### config.mk
export PLATFORM = sky130hd
export DESIGN_NAME = dual_timebase
export DESIGN_NICKNAME = d
export VERILOG_FILES = /design/src/rtl/dtb_pkg.sv /design/src/rtl/dtb_regs.sv /design/src/rtl/dtb_phase_acc.sv /design/src/rtl/dual_timebase.sv
export SDC_FILE = /design/constraint.sdc
export NUM_CORES = 1
export LEC_CHECK = 0
export CAP_MARGIN = 20
export CORE_AREA = 2 2 138 140
export CTS_CLUSTER_SIZE = 10
export DETAILED_ROUTE_END_ITERATION = 16
export DIE_AREA = 0 0 140 142
export GPL_TIMING_DRIVEN = 0
export PLACE_DENSITY = 0.57
export SYNTH_ARGS = -nofsm -noshare
export SYNTH_HDL_FRONTEND = slang
export SYNTH_SLANG_ARGS = --single-unit
### constraint.sdc
create_clock -name clk -period 8.3 [get_ports clk]
set_clock_uncertainty 0.1 [all_clocks]
set_input_delay 0.83 -clock clk [delete_from_list [all_inputs] [get_ports clk]]
set_output_delay 0.83 -clock clk [all_outputs]
set_load 0.02 [all_outputs]
### src/rtl/dtb_pkg.sv
`timescale 1ns/1ps
package dtb_pkg;
    localparam int DW      = 16;
    localparam int NCH     = 2;
    localparam int SRC_BIT = 4;
    localparam int CODE_W  = 2;

    // rate in hertz for channel ch, source hi, code
    function automatic int unsigned rate_hz(input int ch, input logic hi,
                                            input logic [CODE_W-1:0] code);
        int unsigned r;
        if (ch == 0) begin
            if (hi) begin
                case (code)
                    2'd0:    r = 32'd12000;
                    2'd1:    r = 32'd24000;
                    default: r = 32'd40000;
                endcase
            end else begin
                r = 32'd8 << code;
            end
        end else begin
            if (hi) r = 32'd105000 << code;
            else    r = 32'd128 << code;
        end
        return r;
    endfunction
endpackage

### src/rtl/dtb_regs.sv
`timescale 1ns/1ps
module dtb_regs
    import dtb_pkg::*;
#(
    parameter int ADDR_W    = 4,
    parameter int CTRL_ADDR = 0
) (
    input  logic              clk,
    input  logic              rst_n,
    input  logic              wr,
    input  logic [ADDR_W-1:0] addr,
    input  logic [DW-1:0]     wdata,
    input  logic [DW-1:0]     wmask,
    output logic [DW-1:0]     ctrl,
    output logic [DW-1:0]     rdata,
    output logic [NCH-1:0]    restart
);
    localparam logic [ADDR_W-1:0] CTRL_A = ADDR_W'(CTRL_ADDR);
    localparam logic [ADDR_W-1:0] CLR_A  = ADDR_W'(CTRL_ADDR + 1);

    typedef struct packed {
        logic [DW-1:0] ctrl;
    } regs_t;

    regs_t         r_d, r_q;
    logic          ctrl_hit, clr_hit;
    logic [DW-1:0] merged, diff;

    always_comb begin
        r_d      = r_q;
        ctrl_hit = wr && (addr == CTRL_A);
        clr_hit  = wr && (addr == CLR_A);
        merged   = (r_q.ctrl & ~wmask) | (wdata & wmask);
        diff     = merged ^ r_q.ctrl;
        if (ctrl_hit) r_d.ctrl = merged;
    end

    for (genvar ch = 0; ch < NCH; ch++) begin : g_rst
        assign restart[ch] = clr_hit |
            (ctrl_hit & (diff[SRC_BIT] | (|diff[ch*CODE_W +: CODE_W])));
    end

    always_ff @(posedge clk or negedge rst_n) begin
        if (!rst_n) r_q <= '0;
        else        r_q <= r_d;
    end

    assign ctrl  = r_q.ctrl;
    assign rdata = (addr == CTRL_A) ? r_q.ctrl : '0;

    AST_MASKED_BITS_HOLD: assert property (@(posedge clk) disable iff (!rst_n)
        (wr && addr == CTRL_A) |=> ((ctrl & ~$past(wmask)) == ($past(ctrl) & ~$past(wmask))));
    AST_NO_WRITE_HOLD: assert property (@(posedge clk) disable iff (!rst_n)
        !(wr && addr == CTRL_A) |=> $stable(ctrl));
endmodule

### src/rtl/dtb_phase_acc.sv
`timescale 1ns/1ps
module dtb_phase_acc #(
    parameter int ACC_W     = 26,
    parameter int LO_REF_HZ = 32768,
    parameter int HI_REF_HZ = 27000000
) (
    input  logic             clk,
    input  logic             rst_n,
    input  logic             lo_en,
    input  logic             hi_en,
    input  logic             hi_sel,
    input  logic [ACC_W-1:0] inc,
    input  logic             restart,
    output logic             tick
);
    localparam logic [ACC_W:0] LO_MOD = (ACC_W+1)'(LO_REF_HZ);
    localparam logic [ACC_W:0] HI_MOD = (ACC_W+1)'(HI_REF_HZ);

    typedef struct packed {
        logic [ACC_W-1:0] acc;
        logic             tick;
    } acc_t;

    acc_t           s_d, s_q;
    logic           en;
    logic [ACC_W:0] modulus, sum;

    always_comb begin
        s_d      = s_q;
        s_d.tick = 1'b0;
        en       = hi_sel ? hi_en : lo_en;
        modulus  = hi_sel ? HI_MOD : LO_MOD;
        sum      = {1'b0, s_q.acc} + {1'b0, inc};
        if (restart) begin
            s_d.acc = '0;
        end else if (en) begin
            if (sum >= modulus) begin
                s_d.acc  = ACC_W'(sum - modulus);
                s_d.tick = 1'b1;
            end else begin
                s_d.acc = ACC_W'(sum);
            end
        end
    end

    always_ff @(posedge clk or negedge rst_n) begin
        if (!rst_n) s_q <= '0;
        else        s_q <= s_d;
    end

    assign tick = s_q.tick;

    AST_TICK_ONE_CYCLE: assert property (@(posedge clk) disable iff (!rst_n)
        tick |=> !tick);
    AST_TICK_NEEDS_REF: assert property (@(posedge clk) disable iff (!rst_n)
        tick |-> ($past(en) && !$past(restart)));
    AST_PHASE_BELOW_MOD: assert property (@(posedge clk) disable iff (!rst_n)
        ({1'b0, s_q.acc} < modulus));
endmodule

### src/rtl/dual_timebase.sv
`timescale 1ns/1ps
module dual_timebase
    import dtb_pkg::*;
#(
    parameter int ADDR_W    = 4,
    parameter int CTRL_ADDR = 0,
    parameter int LO_REF_HZ = 32768,
    parameter int HI_REF_HZ = 27000000
) (
    input  logic              clk,
    input  logic              rst_n,
    input  logic              lo_ref_en,
    input  logic              hi_ref_en,
    input  logic              bus_wr,
    input  logic [ADDR_W-1:0] bus_addr,
    input  logic [DW-1:0]     bus_wdata,
    input  logic [DW-1:0]     bus_wmask,
    output logic [DW-1:0]     bus_rdata,
    output logic              tick_slow,
    output logic              tick_fast
);
    localparam int MAX_REF = (HI_REF_HZ > LO_REF_HZ) ? HI_REF_HZ : LO_REF_HZ;
    localparam int ACC_W   = $clog2(MAX_REF) + 1;

    logic [DW-1:0]  ctrl;
    logic [NCH-1:0] restart;
    logic [NCH-1:0] ticks;

    dtb_regs #(.ADDR_W(ADDR_W), .CTRL_ADDR(CTRL_ADDR)) u_regs (
        .clk(clk), .rst_n(rst_n), .wr(bus_wr), .addr(bus_addr),
        .wdata(bus_wdata), .wmask(bus_wmask), .ctrl(ctrl),
        .rdata(bus_rdata), .restart(restart)
    );

    for (genvar ch = 0; ch < NCH; ch++) begin : g_ch
        logic [ACC_W-1:0] inc;
        assign inc = ACC_W'(rate_hz(ch, ctrl[SRC_BIT], ctrl[ch*CODE_W +: CODE_W]));

        dtb_phase_acc #(.ACC_W(ACC_W), .LO_REF_HZ(LO_REF_HZ), .HI_REF_HZ(HI_REF_HZ)) u_acc (
            .clk(clk), .rst_n(rst_n), .lo_en(lo_ref_en), .hi_en(hi_ref_en),
            .hi_sel(ctrl[SRC_BIT]), .inc(inc), .restart(restart[ch]),
            .tick(ticks[ch])
        );

        AST_CODE_CHANGE_RESTARTS: assert property (@(posedge clk) disable iff (!rst_n)
            !$stable(ctrl[ch*CODE_W +: CODE_W]) |-> $past(restart[ch]));
    end

    AST_SRC_CHANGE_RESTARTS: assert property (@(posedge clk) disable iff (!rst_n)
        !$stable(ctrl[SRC_BIT]) |-> ($past(restart) == '1));

    assign tick_slow = ticks[0];
    assign tick_fast = ticks[1];
endmodule

==> reports/metrics.yaml, run 1 <==
swShare_pct: 48.4
ys_seq_elements: 64
start_util_pct: 37.5
place_hpwl_mm: 15.7
power.switching_mw: 1.64
grt_pass1_vias: 6302
nNetsFinal: 1019
multi_input_area_um2: 5070
rsz0062_at_grt: "no"
htreeDepth: 3
synth.avg_cell_area_um2: 8.17
timing.hold.ws_ns: 0.217
die_w_um: 140
port-buffer-count: 58
worstPathMaxFanout: 34
antenna_found_initial: 0
power.internal_mw: 1.74
clk_latency_ns: 0.34
end_kind: "flip-flop"
io_pins: 59
antenna_cells: 0
clock_power_share_pct: 13.6
cp-startpoint: "u_regs.ctrl[4]"
tns_ns: 0
netlist_area_um2: 6920
drv_slew: 0
yosysSeqAreaShare_pct: 23.1
cts_num_sinks: 64
rr_worst_depth: 26
p_comb_share_pct: 70.1
first_pass_iters: 6
drtIter0Drc: 430
cts_buffers: 9
die_area_um2: 19900
synth_top_flop_cell: "dfrtp_1"
gp_congestion: 0.894
maxSlewHeadroom_pct: 31.9
regToRegStartpoint: "u_regs.ctrl[4]"
hp-class: "in -> async"
drc_errors: 0
cts_setup_buffers: 0
clk_pin_slew_ns: 0.06
coreArea_um2: 18500
grt-ovfl-total: 0
grt_pass1_wl_mm: 33.2
synth-edff-count: 0
register_area_um2: 1600
place_area_um2: 7820
cts_buffer_depth: 2
crit_arrival_ns: 7.15
dpl.cell_count: 1140
postCtsHoldBufs: 0
place_ws_ns: 1.24
fill_cells: 1878
drive_gt1_share_pct: 6.94
ant_nets: 0
cts_tree: "built"
power_mw: 3.38
cts_resized: 0
utilization_pct: 44.3
die_h_um: 142
vias: 6541
power_frac_seq_pct: 16.3
p_leak_nw: 3.45
drt-total-wl_mm: 20.5
synthesis.nets: 949
reg2reg_to: "g_ch[1].u_acc.s_q[25]"
final_area_um2: 8180
layout_min_cycle_time_ns: 7.03
cp-start-kind: "flip-flop"
grt_max_degree: 58
max_freq_mhz: 142
cts_root_buf: "clkbuf_16"
rows: 50
avgViaCountPerCell: 5.66
power_density_nw_per_um2: 413
syn2layout_area_growth_pct: 18.1
final.period_utilization_pct: 84.7
outcome: "complete, no violations"
synthArstFlopShare_pct: 100
yosys_warnings: 0
synth_cells: 847
final_cells: 1156
maxCapViolCount: 0
final_critical_path_setup_slack_ns: 1.27
ys_types: 72
hold_viol_final: 0
cp.required_ns: 8.43
grt_use_total_pct: 20.9
setup_viol_count_final: 0
ff2ff_setup_slack_ns: 1.27
tightest_slew_ns: 1.01
path_class: "reg -> reg"
wl_per_cell_um: 17.7
vdd_drop_max_uv: 247
-- per-layer routing --
metal,share of wire (%),global-route usage (%),vias up
met5,0,0,-
met4,2.3,6.65,0
met3,3.2,2.79,33
met2,47,35.6,109
met1,47,27.7,3112
li1,-,-,3287
-- worst max-delay path: stages, from the launching register on --
cell and delay (ns):
dfrtp_1 0.47, buf_6 0.20, clkbuf_1 0.27, inv_2 0.67, nor2_1 0.21, ha_1 0.34
buf_2 0.17, nand4_1 0.17, a2111oi_1 0.53, nand3_1 0.13, nand2_1 0.13, nand2_1 0.06
nand2_1 0.20, nand4_1 0.24, xnor2_1 0.19, ha_1 0.35, nand2_1 0.07, nor3_1 0.19
nand3_1 0.13, or4_1 0.46, nor4_1 0.41, a32o_1 0.21, and4b_1 0.19, buf_2 0.17
buf_2 0.23, o41ai_1 0.38, nor2_1 0.08
-- power by group through the flow --
| stage | clock (mW) | sequential, mW | combinational [mW] |
|---|---|---|---|
| after global routing | 0.480 | 0.564 | 2.67 |
| final | 0.461 | 0.549 | 2.37 |
| after global placement | 0 | 0.551 | 2.34 |
| after CTS | 0.467 | 0.548 | 2.36 |
| after detailed placement | 0 | 0.552 | 2.34 |
| after floorplan | 0 | 0.524 | 1.84 |
-- area by class of cell --
cell class,count,share of cell area [%]
multi-input combinational,725,62.1
timing repair buffer,59,7.41
tap,234,3.58
clock buffer,11,3.09
sequential,64,19.6
buffer,38,2.11
clock inverter,5,1.25
inverter,20,0.918
-- cell usage after synthesis, types with 7 or more instances --
library cell,count,area share [%]
a211o_1,9,1.1
a211oi_1,27,2.9
a21o_1,20,2.2
a21oi_1,65,4.7
a31oi_1,10,0.90
and2_1,34,3.1
and3_1,7,0.63
clkbuf_1,29,1.6
dfrtp_1,64,23
ha_1,57,10
inv_1,20,1.1
mux2_2,19,3.1
mux2i_1,18,2.6
nand2_1,84,4.6
nand2b_1,9,0.81
nand3_1,24,1.7
nand4_1,10,0.90
nor2_1,68,3.7
nor2b_1,8,0.72
nor3_1,17,1.2
nor3b_1,8,0.87
nor4_1,8,0.72
o211ai_1,10,1.1
o21a_1,10,1.1
o21ai_0,39,2.8
or3_1,10,0.90
xnor2_1,42,5.3
xor2_1,28,3.5
-- placed cells by master (no fill, tap or decap), drive strengths merged, types with 9 or more instances in the layout --
cell / count
and2: 34
mux2i: 18
dfrtp: 64
o211ai: 11
a21o: 20
ha: 57
nand2b: 9
xnor2: 42
nand4: 10
clkdlybuf4s50: 57
buf: 11
nand2: 84
a31oi: 10
xor2: 28
a211o: 9
nor2: 68
a21oi: 65
o21a: 10
mux2: 19
or3: 10
clkbuf: 40
inv: 20
nand3: 24
a211oi: 29
o21ai: 40
nor3: 18
-- registers in the layout, summed over array words and instances, names as in the netlist --
name,cells
u_regs.ctrl,16
g_ch.u_acc.tick,2
g_ch.u_acc.s_q,46
-- how the worst max path moves through the flow --
stage | to | slack, ns | depth (start not counted)
floorplan | g_ch[1].u_acc.s_q[25] | 2.42 | 23
global placement | g_ch[1].u_acc.s_q[25] | 0.67 | 25
detailed placement | g_ch[1].u_acc.s_q[17] | 1.24 | 24
CTS | g_ch[1].u_acc.s_q[25] | 1.23 | 26
global route | g_ch[1].u_acc.s_q[25] | 0.60 | 26
finish | g_ch[1].u_acc.s_q[25] | 1.27 | 26
-- logic make-up after synthesis --
family          after synthesis  share of synthesized area, %
compound gates              246                          24.5
xor+xnor                     71                          9.18
fa+ha+maj                    61                          11.5
buf+inv                      58                          3.58
flops                        64                          23.1
mux                          37                          5.69
simple gates                310                          22.5
No activity file was read; power rests on OpenSTA's default activity.
==> run 2: changes to the inputs <==
==> constraint.sdc (replaced) <==
create_clock -name clk -period 6.72 [get_ports clk]
set_clock_uncertainty 0.1 [all_clocks]
set_input_delay 0.672 -clock clk [delete_from_list [all_inputs] [get_ports clk]]
set_output_delay 0.672 -clock clk [all_outputs]
set_load 0.02 [all_outputs]
==> run 2 against run 1 <==
Effect of this change:
- critical path type unchanged
- highest routed layer unchanged
- combinational power up 23%
- register-to-register slack worse by 0.87 ns
- largest cell class unchanged
- count of clock-buffer cells in the layout unchanged
- total power up 24%
==> reports/metrics.yaml, run 2 (same netlist as run 1, synthesis figures left out) <==
die_area_um2: 19900  # unchanged
crit_cells: 24  # was 26
fill_cells: 1880  # was 1,878
max_freq_mhz: 158  # was 142 MHz
maxSlewHeadroom_pct: 31.6  # was 31.9%
cp.required_ns: 6.82  # was 8.43 ns
first_pass_iters: 7  # was 6
coreArea_um2: 18500  # unchanged
timing.hold.ws_ns: 0.0616  # was 0.217 ns
largest_register: "g_ch.u_acc.s_q"  # unchanged
layout_min_cycle_time_ns: 6.32  # was 7.03 ns
multi_input_area_um2: 5080  # was 5070 um^2
cp-start-kind: "flip-flop"  # unchanged
rsz0062_at_grt: "no"  # unchanged
avgViaCountPerCell: 5.69  # was 5.66
layout_commonest_cell: "nand2_1"  # unchanged
drt-total-wl_mm: 20.4  # was 20.5 mm
grt_pass1_vias: 6291  # was 6,302
power.switching_mw: 2.02  # was 1.64 mW
antenna_found_initial: 0  # unchanged
path_common_cell: "a21o_1"  # was nand2_1
port-buffer-count: 58  # unchanged
cts_setup_buffers: 0  # unchanged
critPathSlowestCell: "dfrtp_1"  # was inv_2
critPathMaxStageDelay_ns: 0.48  # was 0.67 ns
cts_tree: "built"  # unchanged
gp_congestion: 0.894  # unchanged
final_cell_mix: "nand2_1 (84), nor2_1 (68), a21oi_1 (65)"  # unchanged
vdd_drop_max_uv: 305  # was 247 uV
largest_reg_flops: 46  # unchanged
htreeDepth: 3  # unchanged
wl_per_cell_um: 17.7  # about the same
drive_gt1_share_pct: 7.17  # was 6.94%
crit_path_end: "g_ch[1].u_acc.s_q[17]"  # was g_ch[1].u_acc.s_q[25]
rr_worst_depth: 24  # was 26
dpl.cell_count: 1140  # unchanged
drtIter0Drc: 410  # was 430
die_w_um: 140  # unchanged
nNetsFinal: 1017  # was 1,019
clock_power_share_pct: 13.6  # about the same
clk_pin_slew_ns: 0.06  # about the same
power_frac_seq_pct: 16.3  # about the same
place_hpwl_mm: 15.7  # unchanged
power.internal_mw: 2.15  # was 1.74 mW
cp-startpoint: "u_regs.ctrl[4]"  # unchanged
grt-ovfl-total: 0  # unchanged
tightest_slew_ns: 1.02  # was 1.01 ns
ff2ff_setup_slack_ns: 0.40  # was 1.27 ns
swShare_pct: 48.4  # about the same
crit_chain: "buf_6 > nand2b_1 > nor2_1 > ha_1 > fa_1 > a211o_1 > a211o_1 > and2_1 > o21ai_0 > nand2b_1 > xor2_1 > ha_1 > a21o_1 > a21o_1 > a21o_1 > a21oi_1 > a211oi_1 > o31ai_1 > a31o_1 > and4b_1 > buf_2 > buf_2 > mux2i_1 > o31ai_1"
path_class: "reg -> reg"  # unchanged
p_leak_nw: 3.45  # about the same
drv_slew: 0  # unchanged
vias: 6566  # was 6,541
worstPathMaxFanout: 19  # was 34
crit_arrival_ns: 6.42  # was 7.15 ns
syn2layout_area_growth_pct: 18.2  # was 18.1%
io_pins: 59  # unchanged
regToRegStartpoint: "u_regs.ctrl[4]"  # unchanged
cts_buffer_depth: 2  # unchanged
cts_root_buf: "clkbuf_16"  # unchanged
maxCapViolCount: 0  # unchanged
grt_pass1_wl_mm: 33.1  # was 33.2 mm
die_h_um: 142  # unchanged
register_area_um2: 1600  # unchanged
hold_viol_final: 0  # unchanged
start_util_pct: 37.5  # unchanged
critPathTopFamily: "compound AO/OA/AOI/OAI gates"  # was simple AND/OR/NAND/NOR gates
rows: 50  # unchanged
cts_num_sinks: 64  # unchanged
ant_nets: 0  # unchanged
grt_use_total_pct: 20.9  # about the same
reg2reg_to: "g_ch[1].u_acc.s_q[17]"  # was g_ch[1].u_acc.s_q[25]
critical_path_buf_inv_count: 3  # was 6
power_density_nw_per_um2: 510  # was 413 nW/um^2
grt_max_degree: 58  # unchanged
cts_buffers: 9  # unchanged
hp-class: "in -> async"  # unchanged
antenna_cells: 0  # unchanged
drc_errors: 0  # unchanged
end_kind: "flip-flop"  # unchanged
outcome: "complete, no violations"  # unchanged
final.period_utilization_pct: 94.1  # was 84.7%
setup_viol_count_final: 0  # unchanged
clk_latency_ns: 0.34  # about the same
final_cells: 1154  # was 1,156
p_comb_share_pct: 70.1  # about the same
==> run 2: cell count changes in the layout (fill, tap and decap cells not counted), sizes merged <==
cell	delta
clkbuf	-2
==> run 2: how the worst min path moves through the flow <==
stage | slack (ns) | from | cells past startpoint | end
after CTS | 0.06 | rst_n | 1 | g_ch[0].u_acc.s_q[20]
final | 0.06 | rst_n | 1 | g_ch[0].u_acc.s_q[15]
after floorplan | 0.28 | rst_n | 0 | g_ch[0].u_acc.s_q[10]
after global placement | 0.38 | u_regs.ctrl[9] | 1 | u_regs.ctrl[9]
after global routing | 0.06 | rst_n | 1 | g_ch[1].u_acc.tick
after detailed placement | 0.39 | u_regs.ctrl[6] | 1 | u_regs.ctrl[6]
==> run 2: what timing repair did <==
action | in CTS | in global routing
hold buffers | 0 | 0
setup endpoints to repair | 20 | 20
gates resized for setup | 1 | 3
==> run 2: layout make-up <==
cell class | count | area share (%)
Timing Repair Buffer | 59 | 7.40
Inverter | 20 | 0.978
Sequential cell | 64 | 19.6
Clock inverter | 5 | 1.25
Multi-Input combinational cell | 725 | 62.1
Tap cell | 234 | 3.58
Clock buffer | 11 | 3.09
Buffer | 36 | 2.02
==> run 2: power by group through the flow <==
stage          sequential [mW]  combinational [mW]  clock, mW
5_1_grt                  0.701                3.29      0.593
3_3_place_gp             0.681                2.89          0
2_1_floorplan            0.648                2.28          0
4_1_cts                  0.677                2.91      0.577
3_5_place_dp             0.682                2.89          0
6_report                 0.682                2.92      0.568
==> run 2: metal layers <==
metal  wire length, um  up-vias  global-route usage, %  share of wire [%]
li1                  -     3284                      -                  -
met1              9630     3127                   27.6                 47
met2              9570      117                   35.5                 47
met3               672       38                   2.79                3.3
met4               492        0                   6.65                2.4
met5                 0        -                      0                  0
==> run 2: per-stage QoR <==
step	util, %	instance area [um^2]	setup WS (ns)	total power [mW]	TNS (ns)
3_5_place_dp	42.4	7820	-0.336	3.57	-4.80
4_1_cts	44.3	8180	0.265	4.17	0
5_1_grt	44.4	8190	0.0327	4.59	0
6_report	44.4	8190	0.399	4.17	0
2_1_floorplan	-	6920	0.837	2.92	0
3_3_place_gp	42.2	7800	-0.906	3.57	-22.30
